$ cat src/rtl/irl_agg_pkg.sv
// Shared constants for the interrupt level aggregator.
// Assumes a 16-bit register window addressed by byte offset.
package irl_agg_pkg;
    localparam int unsigned DATA_W  = 16;
    localparam int unsigned ADDR_W  = 6;
    localparam int unsigned NUM_SRC = 13;
    localparam int unsigned LVL_W   = 4;

    localparam logic [ADDR_W-1:0] OFS_ENABLE = 6'h00;
    localparam logic [ADDR_W-1:0] OFS_PWRDN  = 6'h30;
    localparam logic [ADDR_W-1:0] OFS_REV    = 6'h32;
    localparam logic [ADDR_W-1:0] OFS_GPOUT  = 6'h36;
    localparam logic [DATA_W-1:0] REV_VALUE  = 16'h0010;

    // Monitor/enable bit owned by the line of priority number k.
    function automatic int unsigned src_bit(int unsigned k);
        case (k)
            0:       return 11;
            1:       return 9;
            2:       return 8;
            3:       return 12;
            4:       return 10;
            5:       return 6;
            6:       return 5;
            7:       return 4;
            8:       return 7;
            9:       return 14;
            10:      return 13;
            11:      return 0;
            default: return 15;
        endcase
    endfunction
endpackage

$ cat src/rtl/irl_src_map.sv
// Places each level-sensitive interrupt line on its monitor bit.
// Assumes the lines are already synchronous to clk; there is no latching.
module irl_src_map
    import irl_agg_pkg::*;
#(
    parameter int unsigned N_SRC = NUM_SRC,
    parameter int unsigned W     = DATA_W
) (
    input  logic [N_SRC-1:0] lines,
    output logic [W-1:0]     mon_word
);
    // Scatter the lines into the monitor word; sourceless bits stay 0.
    always_comb begin
        mon_word = '0;
        for (int i = 0; i < int'(N_SRC); i++) begin
            mon_word[src_bit(i)] = lines[i];
        end
    end
endmodule

$ cat src/rtl/irl_prio_enc.sv
// Picks the smallest competing priority number and registers its
// inverted value. Assumes the monitor and enable words share bit positions.
module irl_prio_enc
    import irl_agg_pkg::*;
#(
    parameter int unsigned N_SRC = NUM_SRC,
    parameter int unsigned W     = DATA_W,
    parameter int unsigned LW    = LVL_W
) (
    input  logic          clk,
    input  logic          rst_n,
    input  logic [W-1:0]  mon_word,
    input  logic [W-1:0]  en_word,
    output logic [LW-1:0] irl_q
);
    localparam logic [LW-1:0] IDLE_LVL = LW'((1 << LW) - 1);

    logic [N_SRC-1:0] active;
    logic [LW-1:0]    win_lvl;

    // Gate each line by its enable bit at its own position.
    for (genvar g = 0; g < int'(N_SRC); g++) begin : g_act
        localparam int unsigned B = src_bit(g);
        assign active[g] = mon_word[B] & en_word[B];
    end

    // Scan from the highest number down so the smallest competing one wins.
    always_comb begin
        win_lvl = IDLE_LVL;
        for (int i = int'(N_SRC) - 1; i >= 0; i--) begin
            if (active[i]) win_lvl = LW'(i);
        end
    end

    // Register the inverted winning level.
    always_ff @(posedge clk) begin
        if (!rst_n) irl_q <= '0;
        else        irl_q <= win_lvl ^ IDLE_LVL;
    end

    // priority 0 enabled and pending means the top code follows.
    assert_top_code_R4: assert property (@(posedge clk) disable iff (!rst_n)
        $past(mon_word[11] & en_word[11]) |-> irl_q == IDLE_LVL);
    // a nonzero code needs some line that was pending and enabled.
    assert_needs_active_R3: assert property (@(posedge clk) disable iff (!rst_n)
        (irl_q != '0) |-> $past(|(mon_word & en_word)));
    // nothing competing gives the idle code.
    assert_idle_zero_R4: assert property (@(posedge clk) disable iff (!rst_n)
        !$past(|(mon_word & en_word)) |-> irl_q == '0);
endmodule

$ cat src/rtl/irl_reg_window.sv
// 16-bit register window: enable word, output latch, power-down command,
// revision word. Assumes single-cycle strobes; reads are combinational.
module irl_reg_window
    import irl_agg_pkg::*;
#(
    parameter int unsigned W  = DATA_W,
    parameter int unsigned AW = ADDR_W
) (
    input  logic          clk,
    input  logic          rst_n,
    input  logic          sel,
    input  logic          wr,
    input  logic [AW-1:0] addr,
    input  logic [W-1:0]  wdata,
    output logic [W-1:0]  rdata,
    output logic [W-1:0]  en_q,
    output logic [W-1:0]  gp_q,
    output logic          shdn_q
);
    logic wr_ok;
    logic pwr_hit;

    // Only even offsets form a legal 16-bit access.
    assign wr_ok   = sel & wr & ~addr[0];
    assign pwr_hit = wr_ok && (addr == OFS_PWRDN) && wdata[0];

    // Enable word and output latch storage.
    always_ff @(posedge clk) begin
        if (!rst_n) begin
            en_q <= '0;
            gp_q <= '0;
        end else if (wr_ok) begin
            if (addr == OFS_ENABLE) en_q <= wdata;
            if (addr == OFS_GPOUT)  gp_q <= wdata;
        end
    end

    // One-cycle power-down strobe per qualifying write.
    always_ff @(posedge clk) begin
        if (!rst_n) shdn_q <= 1'b0;
        else        shdn_q <= pwr_hit;
    end

    // Read multiplexer; every other offset returns zero.
    always_comb begin
        rdata = '0;
        if (!addr[0]) begin
            case (addr)
                OFS_ENABLE: rdata = en_q;
                OFS_GPOUT:  rdata = gp_q;
                OFS_REV:    rdata = REV_VALUE;
                default:    rdata = '0;
            endcase
        end
    end

    // the enable word is clear right after reset.
    assert_enable_reset_R6: assert property (@(posedge clk) disable iff (!rst_n)
        !$past(rst_n) |-> en_q == '0);
    // the output latch only moves on a write to its offset.
    assert_gp_hold_R7: assert property (@(posedge clk) disable iff (!rst_n)
        !(sel && wr && addr == OFS_GPOUT) |=> $stable(gp_q));
    // a strobe always comes from a write with bit 0 set at the power-down offset.
    assert_shdn_cause_R8: assert property (@(posedge clk) disable iff (!rst_n)
        shdn_q |-> $past(sel && wr && addr == OFS_PWRDN && wdata[0]));
    // the enable word ignores writes elsewhere.
    assert_enable_hold_R10: assert property (@(posedge clk) disable iff (!rst_n)
        !(sel && wr && addr == OFS_ENABLE) |=> $stable(en_q));
endmodule

$ cat src/rtl/irl_prio_agg.sv
// Top of the interrupt level aggregator: line mapping, enable gating,
// priority encode and register window. Assumes all inputs are synchronous.
module irl_prio_agg
    import irl_agg_pkg::*;
#(
    parameter int unsigned N_SRC = NUM_SRC,
    parameter int unsigned W     = DATA_W,
    parameter int unsigned AW    = ADDR_W,
    parameter int unsigned LW    = LVL_W
) (
    input  logic             clk,
    input  logic             rst_n,
    input  logic [N_SRC-1:0] irq_in,
    input  logic             bus_sel,
    input  logic             bus_wr,
    input  logic [AW-1:0]    bus_addr,
    input  logic [W-1:0]     bus_wdata,
    output logic [W-1:0]     bus_rdata,
    output logic [LW-1:0]    irl_out,
    output logic             shutdown_req,
    output logic [W-1:0]     gp_out
);
    logic [W-1:0] mon_word;
    logic [W-1:0] en_word;

    irl_src_map #(.N_SRC(N_SRC), .W(W)) u_map (
        .lines    (irq_in),
        .mon_word (mon_word)
    );

    irl_reg_window #(.W(W), .AW(AW)) u_regs (
        .clk    (clk),
        .rst_n  (rst_n),
        .sel    (bus_sel),
        .wr     (bus_wr),
        .addr   (bus_addr),
        .wdata  (bus_wdata),
        .rdata  (bus_rdata),
        .en_q   (en_word),
        .gp_q   (gp_out),
        .shdn_q (shutdown_req)
    );

    irl_prio_enc #(.N_SRC(N_SRC), .W(W), .LW(LW)) u_enc (
        .clk      (clk),
        .rst_n    (rst_n),
        .mon_word (mon_word),
        .en_word  (en_word),
        .irl_q    (irl_out)
    );
endmodule

$ cat config.mk
export PLATFORM = sky130hd
export DESIGN_NAME = irl_prio_agg
export DESIGN_NICKNAME = d
export VERILOG_FILES = /design/src/rtl/irl_agg_pkg.sv /design/src/rtl/irl_src_map.sv /design/src/rtl/irl_prio_enc.sv /design/src/rtl/irl_reg_window.sv /design/src/rtl/irl_prio_agg.sv
export SDC_FILE = /design/constraint.sdc
export NUM_CORES = 1
export LEC_CHECK = 0
export BUFFER_PORTS_ARGS = -buffer_cell sky130_fd_sc_hd__buf_4
export CAP_MARGIN = 20
export CELL_PAD_IN_SITES_DETAIL_PLACEMENT = 1
export CELL_PAD_IN_SITES_GLOBAL_PLACEMENT = 2
export CORE_ASPECT_RATIO = 0.9
export CORE_UTILIZATION = 26
export DETAILED_ROUTE_END_ITERATION = 8
export GPL_ROUTABILITY_DRIVEN = 0
export GPL_TIMING_DRIVEN = 0
export HOLD_SLACK_MARGIN = 0.1
export PLACE_DENSITY_LB_ADDON = 0.1
export SYNTH_ARGS = -nofsm -noshare
export SYNTH_HDL_FRONTEND = slang
export SYNTH_SLANG_ARGS = --single-unit
$ cat constraint.sdc
create_clock -name clk -period 1.7 [get_ports clk]
set_input_delay 0.34 -clock clk [delete_from_list [all_inputs] [get_ports clk]]
set_output_delay 0.34 -clock clk [all_outputs]
set_load 0.01 [all_outputs]
# Word level (Yosys, flattened, before mapping)
# Cells that the tools add are included.
# totals
ff_bits,37
latchBits,0
ramBits,0
romBits,0
input_bits,39
output_inout_bits,37
wordCells,44
mem_count,0
# classes
add_sub_neg,0
n_mul,0
div,0
order_cmp,0
eq_ne,3
shift,0
mux,15
n_bitwise,17
n_reduce_logical,5
# ops
operator,n
$pmux W16 S3,1
$mux W4,8
$eq A6 B6 Y1 const B,3
$mux W16,1
$and A1 B1 Y1,15
$mux W3,4
$logic_not A6 Y1,1
$not A4 Y4,1
$reduce_and A2 Y1,2
$logic_and A1 B1 Y1,2
$mux W2,1
$not A1 Y1,1

# Logic depth before layout (Yosys ltp)
# Gate-level depths: netlist of the first run.
# logic_depth
word_depth,15
ltp_mapped,6
mapped_depth_nobuf,4

# By module
# A second synthesis of the first run with hierarchy kept.
# hier_totals
hier_cells,208
hier_area_um2,1884.3
# modules_own_cells
module,instances,cells_each,area_each_um2
irl_reg_window,1,154,1485.2
irl_prio_enc,1,37,275.3
irl_src_map,1,17,123.9

# Least setup slack after synthesis of the first run
# No wires, ideal clock.
# synth_timing
kind,input to output
from,input bus_addr[3]
to,output bus_rdata[10]
t_arrival_ns,1.194
t_required_ns,1.360
path_slack_ns,0.166
cell_stages,5
path_buffers,1
path_cell_list,and4bb_2 > nand2_2 > nor2_4 > buf_6 > a22o_1
# synth_between
elab_chain_cells,3
word_cells_on_any_way,5
cone_classes,eq/ne: 2; mux: 2; reduce/logical: 1
# synth_rtl
item,line,text
"start, declared",irl_prio_agg.sv:16,"input logic [AW-1:0] bus_addr,"
$eq A6 B6 Y1 or $logic_not A6 Y1 (tied branches),irl_reg_window.sv:48,case (addr)
$pmux W16 S3 (*),irl_reg_window.sv:48,
$mux W16 (*),irl_reg_window.sv:47,if (!addr[0]) begin
"end, declared",irl_prio_agg.sv:18,"output logic [W-1:0] bus_rdata,"
# Mark *: on every way between the ends. The rest lies on a longest branch, timed or not.

# Final worst setup path of the first run
# layout_timing
from,input bus_addr[3]
to,output bus_rdata[13]
# The elaborated chain is that of the path after synthesis.

==> key figures, run 1 <==
Floorplanning
  – Vert. Die Dim: 81.2 um
  – Initial core utilization: 0.272
  – Area of the die: 7310 um^2
  – Floorplan core area: 6660 um^2
  – # rows: 28
  – Chip width: 90.0 um
  – Number of top-level design ports: 76

Clock tree
  – Clk_lat worst skew: 0.28 ns
  – Clk sinks: 37
  – CTS HTree Levels: 2
  – # hold bufs at CTS: 0
  – Buffer cell driving the clock tree root: clkbuf_8
  – CTS tree: built
  – Clock buffers created by TritonCTS: 5
  – CTS max path bufs: 2
  – Clock transition at the registers of the reported paths: 0.07 ns

STA
  – Slew headroom: 0.591
  – Max frequency: 565 MHz
  – Final count of pins violating max slew: 0
  – Setup violations, final: 15
  – Min cycle time layout: 1.77 ns
  – Final Skew: 0.00247 ns
  – Final hold slack: 0.304 ns
  – Accumulated negative setup slack: -0.649 ns
  – Post-route fraction of the period consumed by the critical path: 1.04
  – Unrepaired setup endpoints after global routing: true
  – Number of failing hold endpoints at the final stage: 0
  – Final worst slack: -0.0694 ns
  – Worst Max-Slew Pin Slew: 0.614 ns

Logic synthesis
  – Biggest area contributors in the synthesized netlist: dfxtp_1 (41%), nand3_1 (9.1%), nand2_1 (8.7%), a22o_1 (8.2%), a21boi_1 (5.8%)
  – Portion of synthesized cell area occupied by the leading cell type: 0.409
  – Netlist Area Pre-Place: 1810 um^2
  – Number of storage elements in the synthesis netlist: 37
  – Yosys warning total: 0
  – Area leader, netlist: dfxtp_1
  – Post-synth ARST share: 0
  – Dominant cell by count in the synthesized netlist: nand2_1
  – Synth Area per Inst: 8.47 um^2
  – Most used standard cells in the synthesized netlist: nand2_1 (42), dfxtp_1 (37), nand3_1 (33), a22o_1 (17), a21boi_1 (14)
  – Number of synthesized flops with an enable pin: 0
  – Net Count, Synth: 253
  – Cell count after synthesis: 214
  – Proportion of synthesized chip area in sequential cells: 0.409
  – Primary FF master, synth: dfxtp_1
  – Count of cell types in the netlist: 30

Flow run
  – Max-cap violations: 0

Routing
  – Wire length reported by the detailed router: 6590 um
  – Detail-routed net length per standard cell: 16.9 um
  – Routed vias/inst: 4.93
  – Remaining DRCs: 0
  – DRC marker count from the first detailed-route iteration: 62
  – First-pass iteration count of the detailed router: 4
  – Total vias in the final route: 1,923
  – Metal2 WL: 2930 um
  – Met3 wire length: 369 um
  – Met1 Routed Length: 3280 um
  – Post-route antenna net violation count: 0
  – Uppermost layer routed: met4

Cells and area
  – Number of antenna repair diodes: 0
  – Signed area change from the synthesized netlist to the final layout: 46.7%
  – Number of nets at the end of the flow: 339
  – Fraction of layout instances using a drive strength above 1: 0.357
  – Final non-filler cell total: 390

Worst setup path
  – Cell mode on critical path: buf_6
  – Slowest stage cell on the critical path: and4bb_2
  – Worst Path Max Fanout: 5
  – Data arrival, critical path: 1.43 ns
  – Peak per-stage delay on the critical path: 0.30 ns
  – Cells traversed along the worst timing path: buf_6 > and4bb_2 > nand2_2 > nor2_4 > buf_6 > a22o_1 > buf_6
  – Critical Path Start Type: input port
  – CP Buf/Inv Count: 3
  – Data required time of the worst path: 1.36 ns
  – Crit end category: primary output
  – Class of the most critical setup path: in2out
  – Dominant delay contributor by cell family on the critical path: simple AND/OR/NAND/NOR gates

Status
  – Result of the run: finished, violations left
  – Violations in the final reports: negative setup slack

Global routing
  – Antenna violations before repair: 0
  – Total global-route track usage: 0.184
  – Number of global-route vias before repair: 1,880
  – GR Overflow Total: 0
  – Wire length of the first global-routing pass: 10,300 um
  – Pin count of the biggest net entering global routing: 12

Power and ir drop
  – Peak supply drop: 0.000323 V
  – Final Total Pwr: 1.79 mW
  – Pwr/cell area: 671 nW/um^2
  – LEAKAGE: 1.11 nW

Placed design
  – HPWL after detailed placement: 4820 um
  – Placed instance count: 378
  – IO buf count: 74
  – Place WS: -0.208 ns

Hold path
  – Worst hold path type: in2reg
routing by layer:
metal	GRT usage	up-vias
li1	-	944
met1	0.257	924
met2	0.294	53
met3	0.0384	2
met4	0.0339	0
met5	0	-
worst paths after layout:
| kind | startpoint | end | slack [ns] | depth (start not counted) |
|---|---|---|---|---|
| max reg2reg | u_regs.en_q[9]$_SDFFE_PN0P_ | u_enc.irl_q[0]$_SDFF_PN0_ | 0.49 | 4 |
| max | bus_addr[3] | bus_rdata[13] | -0.07 | 7 |
| min | bus_wdata[2] | u_regs.gp_q[2]$_SDFFE_PN0P_ | 0.30 | 3 |
| min reg2reg | u_regs.en_q[3]$_SDFFE_PN0P_ | u_regs.en_q[3]$_SDFFE_PN0P_ | 0.46 | 2 |
per-stage QoR:
stage                     area, um^2  utilization
after floorplan                 1810            -
after global placement          2480        0.373
after detailed placement        2480        0.373
after CTS                       2630        0.395
after global routing            2660        0.400
final                           2660        0.400
layout by cell type (no fill, tap or decap), drive strengths merged, types with 2 or more instances in the layout:
cell type  synthesis  layout
a21oi              2       2
nor2               6       6
a31oi              2       2
dfxtp             37      37
buf               12      91
o21a               2       2
and3               2       2
clkbuf             5      10
nand4              3       3
a21boi            17      17
a22o              17      17
nand3             33      33
nand2             43      43
a22oi              5       5
o21ai             20      20
layout make-up:
class / count / area, um^2
clock inverter: 2 / 35.0
sequential: 37 / 741
tap: 90 / 113
clock buffer: 5 / 68.8
multi-input combinational: 159 / 958
inverter: 1 / 3.75
timing repair buffer: 79 / 612
buffer: 17 / 129
fill: 838 / 4000
sequential cells by signal, summed over array words and instances (netlist names):
register       count
u_regs.shdn_q      1
u_enc.irl_q        4
u_regs.gp_q       16
u_regs.en_q       16
power breakdown:
group,total (mW),switching (mW),internal (mW)
Clock,0.747,0.320,0.427
Sequential,0.868,0.00103,0.867
Combinational,0.171,0.0855,0.0854
cells by family (layout without fill, tap and decap cells):
family / Yosys count / in the layout / synth area share
buffers and inverters: 18 / 104 / 0.0711
AO/OA/AOI/OAI: 69 / 69 / 0.268
AND/OR/NAND/NOR: 90 / 90 / 0.252
flip-flops: 37 / 37 / 0.409
worst register-to-register path, stage by stage (launching register included):
cell	delay [ns]
dfxtp_1	0.43
nand2_1	0.07
a32o_1	0.28
a221oi_1	0.21
a21oi_1	0.11
repair_timing:
action                                  CTS  global route
endpoints found under the setup margin   16            16
setup buffers                             3             1
pin swaps                                 9             7
resized for setup                         6             5
cloned                                    1             0
No activity file was read; power rests on OpenSTA's default activity.
==> inputs of run 2 (changes only) <==
==> constraint.sdc (replaced) <==
create_clock -name clk -period 1.75 [get_ports clk]
set_input_delay 0.35 -clock clk [delete_from_list [all_inputs] [get_ports clk]]
set_output_delay 0.35 -clock clk [all_outputs]
set_load 0.01 [all_outputs]
==> run 2 against run 1 <==
Via count grew 0.42%. Largest cell class unchanged. Largest power group unchanged. Sequential power shrank 2.9%. Count of clock-buffer cells in the layout is the same. The flow still finishes with violations (negative setup slack).
==> key figures, run 2 (synthesized netlist as in run 1, its figures left out) <==
Clock tree
  – Buffer cell driving the clock tree root: clkbuf_8
  – CTS HTree Levels: 2
  – Clock buffers created by TritonCTS: 5
  – Clock transition at the registers of the reported paths: 0.07 ns
  – Clk_lat worst skew: 0.28 ns
  – CTS tree: built
  – CTS max path bufs: 2
  – Clk sinks: 37

STA
  – Max frequency: 555 MHz
  – Final count of pins violating max slew: 0
  – Unrepaired setup endpoints after global routing: true
  – Final Skew: 0.00248 ns
  – Min cycle time layout: 1.80 ns
  – Final worst slack: -0.0515 ns
  – Post-route fraction of the period consumed by the critical path: 1.03
  – Number of failing hold endpoints at the final stage: 0
  – Slew headroom: 0.584
  – Worst Max-Slew Pin Slew: 0.624 ns
  – Setup violations, final: 7
  – Final hold slack: 0.314 ns

Worst setup path
  – Worst Path Max Fanout: 5
  – Data arrival, critical path: 1.45 ns
  – Cell mode on critical path: buf_6
  – Slowest stage cell on the critical path: and4bb_2
  – Worst reg2reg setup slack: 0.54 ns
  – Critical Path Start Type: input port
  – Reg2reg path depth: 4
  – Peak per-stage delay on the critical path: 0.30 ns
  – Crit end category: primary output
  – Cells traversed along the worst timing path: buf_6 > and4bb_2 > nand2_2 > nor2_4 > buf_6 > a22o_1 > buf_6
  – Reg2reg start: u_regs.en_q[9]$_SDFFE_PN0P_
  – Class of the most critical setup path: in2out
  – Dominant delay contributor by cell family on the critical path: simple AND/OR/NAND/NOR gates
  – CP Buf/Inv Count: 3
  – End of the worst register-to-register path: u_enc.irl_q[0]$_SDFF_PN0_
  – Data required time of the worst path: 1.40 ns

Floorplanning
  – Area of the die: 7310 um^2
  – Initial core utilization: 0.272
  – Number of top-level design ports: 76
  – Chip width: 90.0 um
  – Floorplan core area: 6660 um^2
  – Vert. Die Dim: 81.2 um
  – # rows: 28

Cells and area
  – Final non-filler cell total: 390
  – Combined area of the multi-input logic cells: 958 um^2
  – Most common cell after layout, fill and taps aside: buf_4
  – Fraction of layout instances using a drive strength above 1: 0.357
  – Signed area change from the synthesized netlist to the final layout: 46.7%
  – Fill cell count: 838
  – Largest registers in the final layout: u_regs.en_q: 16 flops, u_regs.gp_q: 16 flops, u_enc.irl_q: 4 flops
  – Highest-count cells in the layout ignoring fill and taps: buf_4 (75), nand2_1 (42), dfxtp_1 (37)
  – Register cell area after layout: 741 um^2
  – Number of antenna repair diodes: 0
  – Number of nets at the end of the flow: 339
  – Final core utilization: 0.400

Power and ir drop
  – LEAKAGE: 1.11 nW
  – Final Total Pwr: 1.74 mW
  – Peak supply drop: 0.000313 V
  – Pwr/cell area: 652 nW/um^2

Status
  – Violations in the final reports: negative setup slack
  – Result of the run: finished, violations left

Routing
  – Detail-routed net length per standard cell: 17.0 um
  – Routed vias/inst: 4.95
  – Post-route antenna net violation count: 0
  – Total vias in the final route: 1,931
  – Wire length reported by the detailed router: 6620 um
  – Remaining DRCs: 0
  – DRC marker count from the first detailed-route iteration: 68
  – First-pass iteration count of the detailed router: 4

Hold path
  – Destination of the worst hold path: u_regs.gp_q[2]$_SDFFE_PN0P_
  – Worst hold path depth: 3
  – Worst hold path type: in2reg
  – Hold Path Origin: bus_wdata[2]

Global routing
  – Number of global-route vias before repair: 1,878
  – Total global-route track usage: 0.184
  – GR Overflow Total: 0
  – Wire length of the first global-routing pass: 10,300 um
  – Pin count of the biggest net entering global routing: 12
  – Antenna violations before repair: 0

Flow run
  – Max-cap violations: 0

Placed design
  – Placed instance count: 378
  – IO buf count: 74
  – HPWL after detailed placement: 4820 um
==> run 2: worst register-to-register path, cell delays in order, from the launching register on <==
cell and delay (ns):
dfxtp_1 0.43, nand2_1 0.07, a32o_1 0.28, a221oi_1 0.21, a21oi_1 0.11
==> run 2: layer usage <==
metal / share of wire / vias to the layer above / routed length (um) / global-route usage
met1: 0.49 / 928 / 3260 / 0.257
li1: - / 943 / - / -
met5: 0 / - / 0 / 0
met3: 0.066 / 2 / 434 / 0.0384
met2: 0.44 / 58 / 2910 / 0.294
met4: 0.0035 / 0 / 23 / 0.0339
==> run 2: worst max path at each step <==
stage | endpoint | slack, ns | cells after the start | start
final | bus_rdata[13] | -0.05 | 7 | bus_addr[3]
after global routing | bus_rdata[13] | -0.1 | 7 | bus_addr[3]
after CTS | bus_rdata[13] | -0.08 | 7 | bus_addr[0]
after detailed placement | bus_rdata[13] | -0.18 | 7 | bus_addr[3]
after global placement | bus_rdata[13] | -0.19 | 7 | bus_addr[3]
after floorplan | bus_rdata[10] | 0.20 | 5 | bus_addr[3]
==> run 2: what timing repair did <==
item | CTS | global route
setup buffers | 3 | 1
gates resized for setup | 6 | 5
endpoints found under the setup margin | 16 | 16
cloned | 1 | 0
pin swaps | 9 | 7
hold buffers | 0 | 0
==> run 2: power by group <==
group	switching (mW)	internal, mW	total [mW]	leakage, nW
Clock	0.312	0.415	0.726	0.0540
Combinational	0.0831	0.0829	0.166	0.754
Sequential	0.00100	0.842	0.843	0.298
==> run 2: stage by stage <==
| step | worst slack [ns] | area [um^2] | TNS [ns] |
|---|---|---|---|
| after global placement | -0.185 | 2480 | -1.75 |
| final | -0.0515 | 2660 | -0.189 |
| after global routing | -0.0977 | 2660 | -1.11 |
| after detailed placement | -0.178 | 2480 | -1.68 |
| after CTS | -0.0787 | 2630 | -0.773 |
| after floorplan | 0.196 | 1810 | 0 |
==> run 2: area by class of cell <==
type / count / area share
Multi-Input combinational cell: 159 / 0.360
Tap cell: 90 / 0.0423
Timing Repair Buffer: 79 / 0.230
Buffer: 17 / 0.0484
Sequential cell: 37 / 0.278
Inverter: 1 / 0.00141
Clock inverter: 2 / 0.0132
Clock buffer: 5 / 0.0259
==> inputs of run 3 (changes only) <==
--- a/config.mk
+++ b/config.mk
@@ -13,7 +13,7 @@
 export CORE_UTILIZATION = 26
 export DETAILED_ROUTE_END_ITERATION = 8
 export GPL_ROUTABILITY_DRIVEN = 0
-export GPL_TIMING_DRIVEN = 0
+export GPL_TIMING_DRIVEN = 1
 export HOLD_SLACK_MARGIN = 0.1
 export PLACE_DENSITY_LB_ADDON = 0.1
 export SYNTH_ARGS = -nofsm -noshare
==> run 3 against run 2 <==
The run now ends clean. Sequential share of layout area rose by 0.79 points. Sequential power barely moved. Clock skew rose by 0.0060 ns. Fmax rose by 3.2%. Combinational power fell by 5%. Routed wire length fell by 13%. Via count fell by 4.4%. Power fell by 4.9%. Largest power group unchanged. Flip-flop and latch count did not move. Core utilization fell by 1.1 points. Critical path type unchanged. Count of clock-buffer cells in the layout rose by 1.
==> key figures, run 3 (synthesized netlist as in run 1, its figures left out) <==
STA
  – Final Skew: 0.00847 ns
  – Post-route fraction of the period consumed by the critical path: 0.998
  – Max frequency: 573 MHz
  – Worst Max-Slew Pin Slew: 0.333 ns
  – Unrepaired setup endpoints after global routing: true
  – Slew headroom: 0.778
  – Final worst slack: 0.00397 ns
  – Final count of pins violating max slew: 0
  – Setup violations, final: 0
  – Min cycle time layout: 1.75 ns
  – Number of failing hold endpoints at the final stage: 0

Worst setup path
  – Data arrival, critical path: 1.40 ns
  – Cells traversed along the worst timing path: buf_4 > and4bb_2 > nand2_2 > nor2_4 > buf_12 > a22o_1 > buf_6
  – Dominant delay contributor by cell family on the critical path: simple AND/OR/NAND/NOR gates
  – End of the worst register-to-register path: u_enc.irl_q[0]$_SDFF_PN0_
  – Data required time of the worst path: 1.40 ns
  – Reg2reg start: u_regs.en_q[9]$_SDFFE_PN0P_
  – Reg2reg path depth: 4
  – CP Buf/Inv Count: 3
  – Worst Path Max Fanout: 15
  – Worst reg2reg setup slack: 0.53 ns
  – Slowest stage cell on the critical path: and4bb_2
  – Critical Path Start Type: input port
  – Class of the most critical setup path: in2out
  – Peak per-stage delay on the critical path: 0.31 ns
  – Crit end category: primary output

Routing
  – First-pass iteration count of the detailed router: 4
  – Remaining DRCs: 0
  – Post-route antenna net violation count: 0
  – Detail-routed net length per standard cell: 15.1 um
  – Metal2 WL: 2570 um
  – Wire length reported by the detailed router: 5800 um
  – Met1 Routed Length: 2900 um
  – DRC marker count from the first detailed-route iteration: 85
  – Uppermost layer routed: met4
  – Met3 wire length: 304 um
  – Routed vias/inst: 4.82
  – Total vias in the final route: 1,847

Power and ir drop
  – Share of power burned in registers: 0.511
  – Peak supply drop: 0.000294 V
  – Proportion of power drawn by the clock network: 0.394
  – Switching component of the power: 406 uW
  – Pwr/cell area: 638 nW/um^2
  – Share of total power consumed by net switching: 0.246
  – Combinational group share of total power: 0.095
  – Internal power component: 1.25 mW
  – LEAKAGE: 1.08 nW

Global routing
  – Total global-route track usage: 0.164
  – Antenna violations before repair: 0
  – GR Overflow Total: 0
  – Number of global-route vias before repair: 1,783
  – Pin count of the biggest net entering global routing: 31
  – Wire length of the first global-routing pass: 9220 um

Cells and area
  – Largest registers in the final layout: u_regs.en_q: 16 flops, u_regs.gp_q: 16 flops, u_enc.irl_q: 4 flops
  – Number of antenna repair diodes: 0
  – Fraction of layout instances using a drive strength above 1: 0.348
  – Most common cell after layout, fill and taps aside: buf_4
  – Number of nets at the end of the flow: 331
  – Highest-count cells in the layout ignoring fill and taps: buf_4 (85), nand2_1 (42), dfxtp_1 (37)
  – Finished Cell Area: 2590 um^2
  – Signed area change from the synthesized netlist to the final layout: 42.7%

Clock tree
  – Clock buffers created by TritonCTS: 5
  – Clock transition at the registers of the reported paths: 0.08 ns
  – Clk sinks: 37
  – CTS HTree Levels: 2
  – Setup Fix Bufs, Post-CTS: 0
  – CTS tree: built
  – Clk_lat worst skew: 0.29 ns
  – # hold bufs at CTS: 0
  – CTS max path bufs: 2
  – Buffer cell driving the clock tree root: clkbuf_8

Placed design
  – Area after DPL: 2490 um^2
  – HPWL after detailed placement: 4390 um
  – Place WS: 0.00356 ns
  – IO buf count: 75

Floorplanning
  – Chip width: 90.0 um
  – Initial core utilization: 0.272
  – Area of the die: 7310 um^2
  – # rows: 28
  – Vert. Die Dim: 81.2 um
  – Number of top-level design ports: 76
  – Floorplan core area: 6660 um^2

Status
  – Result of the run: complete, no violations

Hold path
  – Destination of the worst hold path: u_regs.gp_q[10]$_SDFFE_PN0P_
  – Worst hold path type: in2reg
  – Hold Path Origin: bus_wdata[10]
  – Worst hold path depth: 3

Flow run
  – Max-cap violations: 0
run 3: cell count changes in the layout (fill, tap and decap cells not counted), sizes merged:
| cell | change |
|---|---|
| buf | -3 |
| bufinv | -1 |
| clkinv | +1 |
| clkbuf | -4 |
run 3: power groups by stage:
stage                     clock (mW)  combinational [mW]  sequential, mW
after floorplan                    0              0.0537           0.863
after global placement             0               0.159           0.863
after detailed placement           0               0.159           0.863
after CTS                      0.674               0.160           0.843
after global routing           0.724               0.171           0.844
final                          0.650               0.158           0.843
run 3: cell type report:
cell class | instances | area, um^2
multi-input cells | 159 | 943
flip-flops and latches | 37 | 741
inverters | 1 | 3.75
clock inverters | 2 | 13.8
well taps | 90 | 113
fillers | 819 | 4070
clock buffers | 6 | 82.6
repair buffers | 88 | 689
run 3: metrics by stage:
step	power [mW]	cells	TNS [ns]	utilization	hold slack, ns
global placement	1.02	375	0	0.373	0.446
floorplan	0.917	214	0	-	0.435
CTS	1.68	383	-0.00677	0.388	0.301
global route	1.74	383	-0.756	0.389	0.290
finish	1.65	383	0	0.389	0.307
detailed placement	1.02	375	0	0.373	0.456
run 3: repair_timing:
item / in CTS / in global routing
endpoints found under the setup margin: 2 / 15
gates resized for setup: 0 / 1
pin swaps: 0 / 1
run 3: how the worst max path moves through the flow:
stage                     start            end  slack [ns]  cells after the start
finish              bus_addr[3]   bus_rdata[0]       0.004                      7
global placement    bus_addr[3]   bus_rdata[5]       0.003                      7
floorplan           bus_addr[3]  bus_rdata[10]        0.20                      5
CTS                 bus_addr[3]   bus_rdata[6]      -0.003                      7
detailed placement  bus_addr[3]   bus_rdata[0]       0.004                      7
global route        bus_addr[3]  bus_rdata[14]       -0.07                      7
run 3: metal layers:
metal,up-vias,track usage
met2,45,0.254
met3,2,0.0384
met1,869,0.228
met5,-,0
li1,931,-
met4,0,0.0435
run 3: worst reg2reg max path, stage by stage (launching register included):
cell      delay [ns]
dfxtp_1         0.43
nand2_1         0.08
a32o_1          0.28
a221oi_1        0.22
a21oi_1         0.11
